$ cat src/rtl/booth_pkg.sv
package booth_pkg;
   // one signed radix-4 digit: magnitude select plus sign
   typedef struct packed {
      logic neg;   // subtract the selected multiple
      logic one;   // magnitude 1
      logic two;   // magnitude 2
   } bdigit_t;
endpackage

$ cat src/rtl/booth_recoder.sv
module booth_recoder
   import booth_pkg::*;
(
   input  logic [2:0] win,   // {b[2i+1], b[2i], b[2i-1]}
   output bdigit_t    dig
);
   always_comb begin
      dig.one = win[1] ^ win[0];
      dig.two = (win[2] & ~win[1] & ~win[0]) | (~win[2] & win[1] & win[0]);
      dig.neg = win[2] & ~(win[1] & win[0]);
   end
endmodule

$ cat src/rtl/booth_rca.sv
module booth_rca #(
   parameter int W = 64
) (
   input  logic [W-1:0] x,
   input  logic [W-1:0] y,
   input  logic         cin,
   output logic [W-1:0] s
);
   logic [W-1:0] c;
   assign c[0] = cin;

   for (genvar k = 0; k < W; k++) begin : g_bit
      assign s[k] = x[k] ^ y[k] ^ c[k];
      if (k < W-1) begin : g_carry
         assign c[k+1] = (x[k] & y[k]) | (c[k] & (x[k] ^ y[k]));
      end
   end
endmodule

$ cat src/rtl/booth_pp_sel.sv
module booth_pp_sel
   import booth_pkg::*;
#(
   parameter int A_W = 32,
   parameter int P_W = 64,
   parameter int IDX = 0
) (
   input  logic [A_W-1:0] a,
   input  bdigit_t        dig,
   output logic [P_W-1:0] pp
);
   localparam int SHIFT = 2*IDX;

   logic [P_W-1:0] a_ext, mag, flip, twos;
   logic [P_W-1:0] c;

   assign a_ext = {{(P_W-A_W){a[A_W-1]}}, a};

   always_comb begin
      if (dig.one)      mag = a_ext;
      else if (dig.two) mag = a_ext << 1;
      else              mag = '0;
   end

   assign flip = dig.neg ? ~mag : mag;

   // increment chain completes the two's-complement negation
   assign c[0] = dig.neg;
   for (genvar k = 0; k < P_W; k++) begin : g_inc
      assign twos[k] = flip[k] ^ c[k];
      if (k < P_W-1) begin : g_c
         assign c[k+1] = flip[k] & c[k];
      end
   end

   assign pp = twos << SHIFT;
endmodule

$ cat src/rtl/booth_mul.sv
module booth_mul
   import booth_pkg::*;
#(
   parameter int A_W = 32,
   parameter int B_W = 32
) (
   input  logic [A_W-1:0]     op_a,
   input  logic [B_W-1:0]     op_b,
   output logic [A_W+B_W-1:0] product
);
   localparam int P_W    = A_W + B_W;
   localparam int NPP    = B_W / 2;
   localparam int LEVELS = (NPP > 1) ? $clog2(NPP) : 0;
   localparam int NLEAF  = 1 << LEVELS;
   localparam int NNODE  = 2*NLEAF - 1;

   if (A_W < 2) begin : g_bad_a
      $error("booth_mul: A_W must be at least 2");
   end
   if ((B_W < 2) || (B_W % 2 != 0)) begin : g_bad_b
      $error("booth_mul: B_W must be even and at least 2");
   end

   logic [B_W:0]   b_ext;
   bdigit_t        dig  [NPP];
   logic [P_W-1:0] pp   [NPP];
   logic [P_W-1:0] node [NNODE];

   assign b_ext = {op_b, 1'b0};

   for (genvar i = 0; i < NPP; i++) begin : g_pp
      booth_recoder u_rec (
         .win (b_ext[2*i+2 -: 3]),
         .dig (dig[i])
      );
      booth_pp_sel #(.A_W(A_W), .P_W(P_W), .IDX(i)) u_sel (
         .a   (op_a),
         .dig (dig[i]),
         .pp  (pp[i])
      );
   end

   // heap-ordered tree: leaves at NLEAF-1.., node k sums 2k+1 and 2k+2
   for (genvar l = 0; l < NLEAF; l++) begin : g_leaf
      if (l < NPP) begin : g_used
         assign node[NLEAF-1+l] = pp[l];
      end else begin : g_pad
         assign node[NLEAF-1+l] = '0;
      end
   end

   for (genvar k = 0; k < NLEAF-1; k++) begin : g_sum
      booth_rca #(.W(P_W)) u_add (
         .x   (node[2*k+1]),
         .y   (node[2*k+2]),
         .cin (1'b0),
         .s   (node[k])
      );
   end

   assign product = node[0];
endmodule

$ cat config.mk
export PLATFORM = sky130hd
export DESIGN_NAME = booth_mul
export DESIGN_NICKNAME = d
export VERILOG_FILES = /design/src/rtl/booth_pkg.sv /design/src/rtl/booth_recoder.sv /design/src/rtl/booth_rca.sv /design/src/rtl/booth_pp_sel.sv /design/src/rtl/booth_mul.sv
export SDC_FILE = /design/constraint.sdc
export NUM_CORES = 2
export LEC_CHECK = 0
export CORE_UTILIZATION = 38
export DETAILED_ROUTE_END_ITERATION = 8
export GPL_ROUTABILITY_DRIVEN = 0
export SYNTH_ARGS = -nofsm -noshare
export SYNTH_HDL_FRONTEND = slang
export SYNTH_SLANG_ARGS = --single-unit
export TNS_END_PERCENT = 100
$ cat constraint.sdc
create_clock -name vclk -period 44.8
set_clock_uncertainty 0.05 [all_clocks]
set_input_delay 8.96 -clock vclk [all_inputs]
set_output_delay 8.96 -clock vclk [all_outputs]
set_load 0.05 [all_outputs]
==> impl_metrics.json <==
{
  "final_area_mm2": 0.03970,
  "yosys_warnings": 0,
  "drc": 0,
  "io_pins": 128,
  "synth_area_leaders": "fa_1 37%, ha_1 19%, mux2i_1 13%, xor2_1 12%, inv_1 6.8%",
  "crit_path_max_fanout": 2,
  "cp-start-kind": "input pin",
  "setup_viol": 0,
  "grt_remaining_overflow": 0,
  "report.final.slew_viol_count": 0,
  "hpwl_um": 75010,
  "period_minus_slack_ps": 44090,
  "hold_path_end": "product[0]",
  "outcome": "finished clean",
  "grt_pass1_vias": 25810,
  "syn_avg_cell_area_um2": 9.575,
  "slew_headroom": 0.2848,
  "place_area_mm2": 0.03950,
  "tns_ps": 0,
  "grt_setup_unrepaired": "false",
  "totalWireLength_um": 90200,
  "die_h_um": 311.1,
  "vias": 23990,
  "cp.required_ps": 35790,
  "first_pass_iters": 5,
  "n_clock_buffer": 0,
  "nets": 5050,
  "fin_crit_sh": 0.9840,
  "final_hold_viol_count": 0,
  "wl_per_cell_um": 17.96,
  "seq_cells": 0,
  "crit_path_frequent_cell": "fa_2",
  "maxCapViolations": 0,
  "crit_arrival_ps": 35080,
  "grt_max_degree": 58,
  "whs_path_depth": 4,
  "cp-end-kind": "output port",
  "areaGrowthSynthToFinish_pct": 9.313,
  "yosys.area.top_type_share": 0.3732,
  "fill_cells": 9276,
  "fp.dieW_um": 311.1,
  "viasPerCell": 4.776,
  "min_path_type": "in -> out",
  "synth_cell_types": 25,
  "slowest_stage": "fa_2",
  "fmax_mhz": 22.68,
  "synth-seq-area-share": 0,
  "antenna_found_initial": 2,
  "portBuffers": 128,
  "syn_area_mm2": 0.03632,
  "yosys.area.top_type": "fa_1",
  "syn_inst": 3793,
  "worst_pin_slew_ps": 1073,
  "core_mm2": 0.09487,
  "grt_pass1_wl_um": 148200,
  "rows": 113,
  "regArea_um2": 0,
  "critPathMaxStageDelay_ps": 580,
  "grt_use_total": 0.1946,
  "start_util": 0.3828,
  "syn_nets": 5084,
  "drive_above_1_share": 0.09689,
  "ant_nets": 0,
  "min_from": "op_b[0]",
  "crit_type": "in -> out",
  "die_area_mm2": 0.09681,
  "drt_iter0_markers": 921
}
through the flow:
step	setup WS (ps)	utilization	std cells	hold WS, ps
after floorplan	7.752	-	3793	18250
after global placement	-407.0	0.4164	5019	18970
after detailed placement	-790.8	0.4164	5019	18960
after CTS	0.1776	0.4176	5021	18960
after global routing	37.88	0.4184	5022	18990
final	714.6	0.4184	5023	18960
area by class of cell:
class	count	area (µm²)	area share
well taps	1265	1583	0.03987
diodes	1	2.502	0.00006304
multi-input cells	2856	33400	0.8412
repair buffers	239	2231	0.05620
inverters	662	2486	0.06263
layer usage:
layer | GRT usage | vias up | share of wire | wire length, µm
met4 | 0.03325 | 0 | 0.021 | 1892
met5 | 0 | - | 0 | 0
met1 | 0.2628 | 12140 | 0.45 | 40560
met3 | 0.02399 | 63 | 0.043 | 3854
li1 | - | 11440 | - | -
met2 | 0.3360 | 351 | 0.49 | 43900
cells in the mapped netlist, drive strengths merged, types with 6 or more instances:
master,count
a221oi,9
clkbuf,115
nand2b,15
nor2,475
xor2,497
mux2i,465
inv,661
nor2b,32
o31ai,31
buf,160
nor3b,6
ha,550
nor3,6
nand2,38
and3b,6
fa,677
xnor2,37
and2,9
kinds of logic (layout without fill, tap and decap cells):
logic type / count (synthesis) / after routing / synth area share
AO/OA/AOI/OAI: 41 / 41 / 0.01027
XOR/XNOR: 535 / 535 / 0.1294
adder cells (fa/ha/maj): 1227 / 1227 / 0.5627
buffers and inverters: 937 / 901 / 0.1025
multiplexers: 465 / 465 / 0.1282
other: 0 / 1 / 0
AND/OR/NAND/NOR: 588 / 588 / 0.06701
worst max-delay path, delay by kind of cell:
kind            cells  cell delay (ps)
simple gates        1               70
buf+inv             4              720
xor+xnor            5              860
fa+ha+maj          66            24330
compound gates      1               60
worst max-delay path by stage:
stage,slack [ps],cells after the start,start,to
6_report,710,77,op_a[1],product[63]
5_1_grt,40,73,op_a[0],product[63]
4_1_cts,0.2,76,op_b[3],product[63]
3_5_place_dp,-790,76,op_b[2],product[63]
3_3_place_gp,-410,78,op_b[2],product[63]
2_1_floorplan,8,78,op_b[1],product[63]
placed cells by master (no fill, tap or decap), drive strengths merged, types with 2 or more instances in the layout:
| cell | netlist | routed |
|---|---|---|
| nor3b | 6 | 6 |
| nand2b | 15 | 15 |
| and3b | 6 | 6 |
| clkinv | 1 | 2 |
| clkdlybuf4s50 | 0 | 111 |
| mux2i | 465 | 465 |
| nand2 | 38 | 38 |
| and2 | 9 | 9 |
| nor2 | 475 | 475 |
| a221oi | 9 | 9 |
| dlymetal6s2s | 0 | 3 |
| nor2b | 32 | 32 |
| fa | 677 | 677 |
| buf | 160 | 123 |
| nor3 | 6 | 6 |
| ha | 550 | 550 |
| o31ai | 31 | 31 |
| inv | 661 | 660 |
| xnor2 | 37 | 37 |
| xor2 | 497 | 497 |
| dlygate4sd2 | 0 | 2 |
timing repair:
action | 4_1_cts | 5_1_grt
hold buffers | 0 | 0
gates resized for setup | 39 | 24
setup endpoints to repair | 2 | 2
pin swaps | 9 | 42
setup buffers | 2 | 1
Power is left out: the tool's default activity adds up to more than one toggle a clock period on the data nets, which glitch-free logic cannot reach.
